===== src/rtl/rtc_irq_pkg.sv =====
package rtc_irq_pkg;
    localparam int DW    = 8;
    localparam int AW    = 3;
    localparam int SELW  = 3;
    localparam int NTICK = 5;

    localparam logic [AW-1:0] A_ALM_MIN  = 3'd0;
    localparam logic [AW-1:0] A_ALM_HOUR = 3'd1;
    localparam logic [AW-1:0] A_CTRL     = 3'd2;
    localparam logic [AW-1:0] A_STAT     = 3'd3;
    localparam logic [AW-1:0] A_PSEL     = 3'd4;

    localparam int EN_BIT  = 0;
    localparam int ALF_BIT = 0;
    localparam int PF_BIT  = 1;

    typedef struct packed {
        logic [DW-1:0] amin;
        logic [DW-1:0] ahour;
        logic          en;
        logic          ack;
        logic          req;
    } alm_state_t;

    typedef struct packed {
        logic [SELW-1:0] sel;
        logic            req;
    } per_state_t;
endpackage


===== src/rtl/rtc_irq_alarm.sv =====
module rtc_irq_alarm
    import rtc_irq_pkg::*;
(
    input  logic          clk,
    input  logic          rst_n,
    input  logic [DW-1:0] cur_min,
    input  logic [DW-1:0] cur_hour,
    input  logic          wr_min,
    input  logic          wr_hour,
    input  logic          wr_ctrl,
    input  logic          wr_stat,
    input  logic [DW-1:0] wdata,
    output logic [DW-1:0] alm_min,
    output logic [DW-1:0] alm_hour,
    output logic          alm_en,
    output logic          alm_req
);
    alm_state_t s_d, s_q;
    logic match;
    logic ack_wr;

    always_comb begin
        s_d    = s_q;
        match  = (cur_min == s_q.amin) && (cur_hour == s_q.ahour);
        ack_wr = wr_stat && !wdata[ALF_BIT];
        if (wr_min)  s_d.amin  = wdata;
        if (wr_hour) s_d.ahour = wdata;
        if (wr_ctrl) s_d.en    = wdata[EN_BIT];
        if (ack_wr && match) s_d.ack = 1'b1;
        if (!match || !s_d.en) s_d.ack = 1'b0;
        s_d.req = s_d.en && match && !s_d.ack;
    end

    always_ff @(posedge clk or negedge rst_n) begin
        if (!rst_n) s_q <= '0;
        else        s_q <= s_d;
    end

    assign alm_min  = s_q.amin;
    assign alm_hour = s_q.ahour;
    assign alm_en   = s_q.en;
    assign alm_req  = s_q.req;

    // an enabled, unacknowledged match with no register write becomes a request
    p_match_fires_r2: assert property (@(posedge clk) disable iff (!rst_n)
        (match && s_q.en && !s_q.ack && !wr_stat && !wr_ctrl && !wr_min && !wr_hour)
        |=> alm_req);
    // no request survives a cycle without a full match
    p_nomatch_drop_r6: assert property (@(posedge clk) disable iff (!rst_n)
        !match |=> !alm_req);
    // writing enable low removes the request on the next clock
    p_disable_release_r4: assert property (@(posedge clk) disable iff (!rst_n)
        (wr_ctrl && !wdata[EN_BIT]) |=> !alm_req);
endmodule


===== src/rtl/rtc_irq_periodic.sv =====
module rtc_irq_periodic
    import rtc_irq_pkg::*;
(
    input  logic             clk,
    input  logic             rst_n,
    input  logic [NTICK-1:0] tick,
    input  logic             wr_sel,
    input  logic             wr_stat,
    input  logic [DW-1:0]    wdata,
    output logic [SELW-1:0]  per_sel,
    output logic             per_req
);
    per_state_t s_d, s_q;
    logic hit;
    logic clr;

    always_comb begin
        hit = 1'b0;
        for (int i = 0; i < NTICK; i++) begin
            if (s_q.sel == SELW'(i + 1) && tick[i]) hit = 1'b1;
        end
    end

    always_comb begin
        s_d = s_q;
        clr = wr_stat && !wdata[PF_BIT];
        if (wr_sel) s_d.sel = wdata[SELW-1:0];
        if (clr)    s_d.req = 1'b0;
        if (hit)    s_d.req = 1'b1;
    end

    always_ff @(posedge clk or negedge rst_n) begin
        if (!rst_n) s_q <= '0;
        else        s_q <= s_d;
    end

    assign per_sel = s_q.sel;
    assign per_req = s_q.req;

    // a selected tick always leaves the request set
    p_tick_sets_r7: assert property (@(posedge clk) disable iff (!rst_n)
        hit |=> per_req);
    // only a clearing write can drop the request
    p_hold_until_clear_r8: assert property (@(posedge clk) disable iff (!rst_n)
        (per_req && !clr) |=> per_req);
endmodule


===== src/rtl/rtc_irq_unit.sv =====
module rtc_irq_unit
    import rtc_irq_pkg::*;
(
    input  logic             clk,
    input  logic             rst_n,
    input  logic [DW-1:0]    cur_min,
    input  logic [DW-1:0]    cur_hour,
    input  logic [NTICK-1:0] tick,
    input  logic             wr_en,
    input  logic [AW-1:0]    addr,
    input  logic [DW-1:0]    wdata,
    output logic [DW-1:0]    rdata,
    output logic             irq_n
);
    logic [DW-1:0]   alm_min, alm_hour;
    logic            alm_en, alm_req;
    logic [SELW-1:0] per_sel;
    logic            per_req;
    logic            wr_min, wr_hour, wr_ctrl, wr_stat, wr_sel;

    assign wr_min  = wr_en && (addr == A_ALM_MIN);
    assign wr_hour = wr_en && (addr == A_ALM_HOUR);
    assign wr_ctrl = wr_en && (addr == A_CTRL);
    assign wr_stat = wr_en && (addr == A_STAT);
    assign wr_sel  = wr_en && (addr == A_PSEL);

    rtc_irq_alarm u_alarm (
        .clk      (clk),
        .rst_n    (rst_n),
        .cur_min  (cur_min),
        .cur_hour (cur_hour),
        .wr_min   (wr_min),
        .wr_hour  (wr_hour),
        .wr_ctrl  (wr_ctrl),
        .wr_stat  (wr_stat),
        .wdata    (wdata),
        .alm_min  (alm_min),
        .alm_hour (alm_hour),
        .alm_en   (alm_en),
        .alm_req  (alm_req)
    );

    rtc_irq_periodic u_periodic (
        .clk     (clk),
        .rst_n   (rst_n),
        .tick    (tick),
        .wr_sel  (wr_sel),
        .wr_stat (wr_stat),
        .wdata   (wdata),
        .per_sel (per_sel),
        .per_req (per_req)
    );

    always_comb begin
        rdata = '0;
        case (addr)
            A_ALM_MIN:  rdata = alm_min;
            A_ALM_HOUR: rdata = alm_hour;
            A_CTRL:     rdata[EN_BIT] = alm_en;
            A_STAT: begin
                rdata[ALF_BIT] = alm_req;
                rdata[PF_BIT]  = per_req;
            end
            A_PSEL:     rdata[SELW-1:0] = per_sel;
            default:    rdata = '0;
        endcase
    end

    assign irq_n = !(alm_req || per_req);

    // with no periodic request, the alarm flag is the inverse of the pin
    p_flag_inverse_r5: assert property (@(posedge clk) disable iff (!rst_n)
        (addr == A_STAT && !rdata[PF_BIT]) |-> (rdata[ALF_BIT] == !irq_n));
    // a set periodic flag always holds the line low
    p_shared_line_r9: assert property (@(posedge clk) disable iff (!rst_n)
        (addr == A_STAT && rdata[PF_BIT]) |-> !irq_n);
endmodule


===== config.mk =====
export PLATFORM = sky130hd
export DESIGN_NAME = rtc_irq_unit
export DESIGN_NICKNAME = d
export VERILOG_FILES = /design/src/rtl/rtc_irq_pkg.sv /design/src/rtl/rtc_irq_alarm.sv /design/src/rtl/rtc_irq_periodic.sv /design/src/rtl/rtc_irq_unit.sv
export SDC_FILE = /design/constraint.sdc
export NUM_CORES = 1
export LEC_CHECK = 0
export BUFFER_PORTS_ARGS = -buffer_cell sky130_fd_sc_hd__buf_2
export CORE_UTILIZATION = 45
export DETAILED_ROUTE_END_ITERATION = 7
export MAX_ROUTING_LAYER = met4
export PLACE_DENSITY = 0.75
export SLEW_MARGIN = 20
export SYNTH_ARGS = -nofsm -noshare
export SYNTH_HDL_FRONTEND = slang
export SYNTH_SLANG_ARGS = --single-unit

===== constraint.sdc =====
create_clock -name clk -period 1.1 [get_ports clk]
set_input_delay 0.165 -clock clk [delete_from_list [all_inputs] [get_ports clk]]
set_output_delay 0.165 -clock clk [all_outputs]
set_load 0.02 [all_outputs]

After elaboration in Yosys (flattened, before gate mapping)
Index checks and enable logic that the tools add are counted.
{ "word_totals": {"register_bits": 23, "latch_bits": 0, "ramBits": 0, "rom_bits": 0, "input_bits": 35, "out_inout_bits": 9, "wordCells": 58, "memories": 0} }
{ "op_classes": {"n_addsub": 0, "n_mul": 0, "div": 0, "order_cmp": 0, "n_eq_ne": 11, "n_shift": 0, "n_mux": 14, "bitwise_logic": 0, "n_reduce_logical": 26} }
{ "op_table": {"columns": ["op", "n"], "rows": [
  ["$eq 8x8->1", 2],
  ["$logic_and 1x1->1", 16],
  ["$eq 3x2->1 const B", 4],
  ["$mux 1", 10],
  ["$pmux 5 s2", 1],
  ["$eq 3x3->1 const B", 3],
  ["$eq 3x1->1 const B", 2],
  ["$logic_not 1->1", 6],
  ["$pmux 1 s5", 1],
  ["$pmux 1 s4", 1],
  ["$logic_not 3->1", 1],
  ["$pmux 1 s3", 1],
  ["$logic_or 1x1->1", 2],
  ["$reduce_bool 2->1", 1]
]} }

Longest topological paths before layout
{ "logic_depth": {"depth_word": 8, "ltp_mapped": 6} }

Modules after synthesis
From an unflattened synthesis, not the netlist that was laid out.
{ "unflattened": {"hier_cells": 133, "area_unflattened_um2": 1470.2} }
{ "by_module_without_submodules": {"columns": ["module", "n_inst", "cells_per_inst", "area_each_um2", "seq_area_each_um2"], "rows": [
  ["rtc_irq_alarm", 1, 80, 1012.2, 475.5],
  ["rtc_irq_unit", 1, 37, 271.5, 0.0],
  ["rtc_irq_periodic", 1, 16, 186.4, 100.1]
]} }

Worst setup path before layout
Ideal clock, no wire load.
{ "synth_path": {"path_kind": "input-to-output", "startpoint": "input port addr[2]", "endpoint": "output port rdata[0]", "t_arrival_ps": 1196, "required_time_ps": 935, "setup_slack_ps": -261, "stages": 5, "path_buffers": 2, "path_cell_list": "buf_2 buf_1 nand2_1 o21a_1 o22ai_1"} }
{ "synth_via": {"elab_chain_cells": 2} }
{ "synth_lines": {"columns": ["item", "line_no", "text"], "rows": [
  ["from (decl)", "rtc_irq_unit.sv:10", "input logic [AW-1:0] addr,"],
  ["$eq 3x3->1, or another cell as far along", "rtc_irq_unit.sv:56", "case (addr)"],
  ["$pmux 1 s5 (*)", "rtc_irq_unit.sv:56", null],
  ["to (decl)", "rtc_irq_unit.sv:12", "output logic [DW-1:0] rdata,"]
]} }
Mark *: on every way between the ends. The rest lies on a longest branch, timed or not.

Worst setup path after layout
{ "layout_path": {"startpoint": "register u_alarm.s_q (netlist bit u_alarm.alm_min[2])", "endpoint": "output port rdata[2]"} }
{ "layout_via": {"elab_chain_cells": 1} }
{ "layout_lines": {"columns": ["item", "line_no", "text"], "rows": [
  ["from (decl)", "rtc_irq_alarm.sv:18", "alm_state_t s_d, s_q;"],
  ["from (signal assigned)", "rtc_irq_alarm.sv:35", "if (!rst_n) s_q <= '0;"],
  ["from (signal assigned)", "rtc_irq_alarm.sv:36", "else s_q <= s_d;"],
  ["$pmux 1 s3", "rtc_irq_unit.sv:56", null]
]} }
No other way between the ends.

==> impl_summary.txt <==
----------------------------------------------------
[Setup path]
  Crit Path Class ... flop to output port
  Cells on worst reg2reg path ... 5
  Worst Path Arrival ... 1410 ps
  Startpoint of the worst setup timing path ... u_alarm.alm_min[2]
  Setup crit end kind ... output port
  Peak fanout along the critical path ... 2
  Crit path largest cell delay ... 410 ps
  Dominant delay contributor by cell family on the critical path ... flip-flops
  Critical path launch point type ... flop
  Critical path capture point ... rdata[2]
  Total stage count of the critical path ... 6
  Critical path cell sequence ... buf_4, mux2i_1, nor2_1, a21oi_1, nor2_1, buf_2
  Worst reg2reg path startpoint ... u_alarm.alm_min[2]
  Destination of the worst register-to-register timing path ... u_alarm.alm_req
  Setup slack of the worst register-to-register path ... -350 ps
  Number of buffer and inverter stages on the critical path ... 2
  Crit path required time ... 940 ps
  Critical-path cell with the highest stage delay ... dfrtp_1
  Most used cell, CP ... nor2_1

[Place]
  HPWL reported at the end of detailed placement ... 2660 microns
  Placement-stage worst setup slack ... -334 ps
  Buffers added on ports ... 43
  Final RePlAce weighted congestion ... 0.864

[Clock tree]
  CTS tree ... done
  Worst-skew pair later-pin latency ... 350 ps
  Clock Sink Count ... 23
  Clk buf depth ... 2
  Number of H-tree levels ... 1
  Post-CTS clock slew at the launch and capture registers of the worst setup and hold paths ... 140 ps
  CTS Root Buffer Type ... clkbuf_4
  Number of buffers created by CTS ... 3

[Route]
  1st-pass router iterations ... 4
  Number of routed nets with antenna violations ... 0
  Drc violations ... 0
  Number of violations reported at the end of detailed-routing iteration 0 ... 68
  Detailed-route via count ... 1291
  Drt via density ... 5.59
  Routed Wire Length ... 3910 microns
  Wire length per cell after detailed routing ... 16.9 microns

[Global routing]
  Largest net degree at the start of global routing ... 24
  Grt total ovfl ... 0
  Number of global-route vias before repair ... 1347
  Number of antenna violations at the first check in global routing ... 0
  GR Util All Layers ... 0.255
  Global-route wire length before repair ... 6080 microns

[Synth]
  Area share of the largest cell type after synthesis ... 0.432
  Area of the mapped netlist ... 0.00133 sq mm
  Dominant register cell in the synthesized netlist ... dfrtp_1
  Count of state elements after synthesis ... 23
  Ranking of synthesized cells by area ... dfrtp_1 (43%), mux2_2 (16%), xor2_1 (11%), mux2i_1 (6.0%), nor2_1 (2.8%)
  Number of distinct library cells after synthesis ... 28
  Syn Nets ... 156
  Post-synth EDFFs ... 0
  Syn avg cell area ... 11.0 sq um
  Fraction of synthesis flops using an asynchronous set or reset pin ... 1.00
  Synth Warn # ... 0
  Number of cells produced by synthesis ... 121
  Post-synthesis cell type with the largest combined area ... dfrtp_1
  Portion of the post-synthesis area used by sequential elements ... 0.432

[Final layout]
  Layout cell share with drive strength beyond 1 ... 0.630
  Area added between synthesis and finish ... 57.4%
  Commonest cells after routing, fill and taps aside ... buf_2 (35), buf_4 (30), dfrtp_1 (23), xor2_1 (16), buf_6 (16)
  Commonest non-fill, non-tap cell in the layout ... buf_2
  Diode count ... 0
  Net count, final ... 236

[Floorplan]
  Core area ... 0.00278 sq mm
  Ports ... 44
  Row Count ... 19
  Die Y ... 56.4 microns
  Initial cell density of the core ... 0.479
  DIE AREA ... 0.00318 sq mm
  Die width ... 56.4 microns

[Hold path]
  Worst Hold Class ... input port to flop

[Timing]
  Final Max Slew Viols ... 0
  Crit path time final ... 1580 ps
  RSZ-0062 raised after global routing ... yes
  Worst slew slack as a fraction of its limit ... 0.638
  Final setup violation count ... 13
  Post-route fraction of the period consumed by the critical path ... 1.43
  Fmax achieved ... 634 MHz
  Worst clock skew ... 9.12 ps
  Final TNS setup ... -3610 ps
  Actual transition at the worst max-transition pin ... 542 ps
  Count of endpoints failing hold in the final timing report ... 0
  Post-route worst setup slack ... -476 ps

[Power and ir drop]
  Reg power frac ... 0.394
  Power Internal ... 1.93 mW
  Clock network fraction of design power ... 0.152
  Net Sw Frac ... 0.335
  Power Density ... 1380 mW/mm^2
  Static leakage ... 0.994 nW
  Worst IR drop on VDD ... 0.00139 V
  Switching power of the nets ... 972 uW
  Combinational cell fraction of total power ... 0.454

[Run status]
  Status ... finished, violations left
  Violated checks ... negative setup slack

[Job]
  Max-capacitance violation count ... 0

----------------------------------------------------
[through the flow]
step	util	std cells	cell area, sq um	hold WS (ps)	total power, mW
floorplan	-	121	1440	-131	1.70
global placement	0.664	217	1850	164	2.09
detailed placement	0.664	217	1850	169	2.14
CTS	0.728	229	2020	73.1	2.73
global route	0.753	231	2100	49.2	3.04
finish	0.753	231	2100	54.2	2.90
[Yosys cell counts, types with 2 or more instances]
master / n
xor2_1: 16
buf_2: 4
dfrtp_1: 23
nand2_1: 3
a21oi_1: 3
nor4_1: 5
nor2_1: 10
o21ai_0: 3
mux2i_1: 8
nor3_1: 6
nor2b_1: 3
and3_1: 2
mux2_2: 19
o22ai_1: 2
[logic make-up (layout without fill, tap and decap cells)]
family,Yosys count,in the layout,synth area share
buf+inv,8,87,0.0291
flops,23,23,0.432
xor+xnor,16,16,0.105
compound gates,12,12,0.0545
simple gates,35,35,0.158
mux,27,27,0.221
[what timing repair did]
item	in CTS	in global routing
hold endpoints to repair	23	0
gates resized for setup	26	13
pin swaps	4	7
endpoints found under the setup margin	12	12
hold buffers	1	0
buffers inserted	7	2
[final cells by class]
class / count / area [sq um]
clock buffers: 3 / 22.5
multi-input cells: 90 / 860
clock inverters: 1 / 5.00
inverters: 1 / 3.75
well taps: 31 / 38.8
fillers: 184 / 686
flip-flops and latches: 23 / 576
repair buffers: 82 / 591
[power by group through the flow]
stage          clock, mW  combinational (mW)  sequential [mW]
2_1_floorplan          0               0.550             1.15
3_3_place_gp           0               0.947             1.14
3_5_place_dp           0               0.983             1.15
4_1_cts            0.417                1.18             1.13
5_1_grt            0.474                1.41             1.16
6_report           0.441                1.32             1.14
[worst min-delay path by stage]
stage          startpoint               endpoint  slack (ps)  cells past startpoint
6_report         wdata[7]    u_alarm.alm_hour[7]          50                      2
5_1_grt          wdata[7]    u_alarm.alm_hour[7]          50                      2
3_5_place_dp        rst_n  u_periodic.per_sel[0]         170                      1
3_3_place_gp        rst_n  u_periodic.per_sel[0]         160                      1
2_1_floorplan       rst_n         u_alarm.alm_en        -130                      0
4_1_cts          wdata[7]    u_alarm.alm_hour[7]          70                      2
[flip-flops by register name (all words and copies together) (netlist names)]
name / cells
u_alarm.alm_en: 1
u_alarm.alm_hour: 8
u_alarm.alm_min: 8
u_alarm.alm_req: 1
u_alarm.s_q: 1
u_periodic.per_req: 1
u_periodic.per_sel: 3
[per-layer routing]
layer / vias to the layer above / global-route usage / part of all wire
met3: 15 / 0.0369 / 0.051
met2: 61 / 0.425 / 0.51
li1: 592 / - / -
met1: 623 / 0.309 / 0.41
met4: 0 / 0.111 / 0.034
met5: - / - / 0
Power figures use the tool's default switching activity.
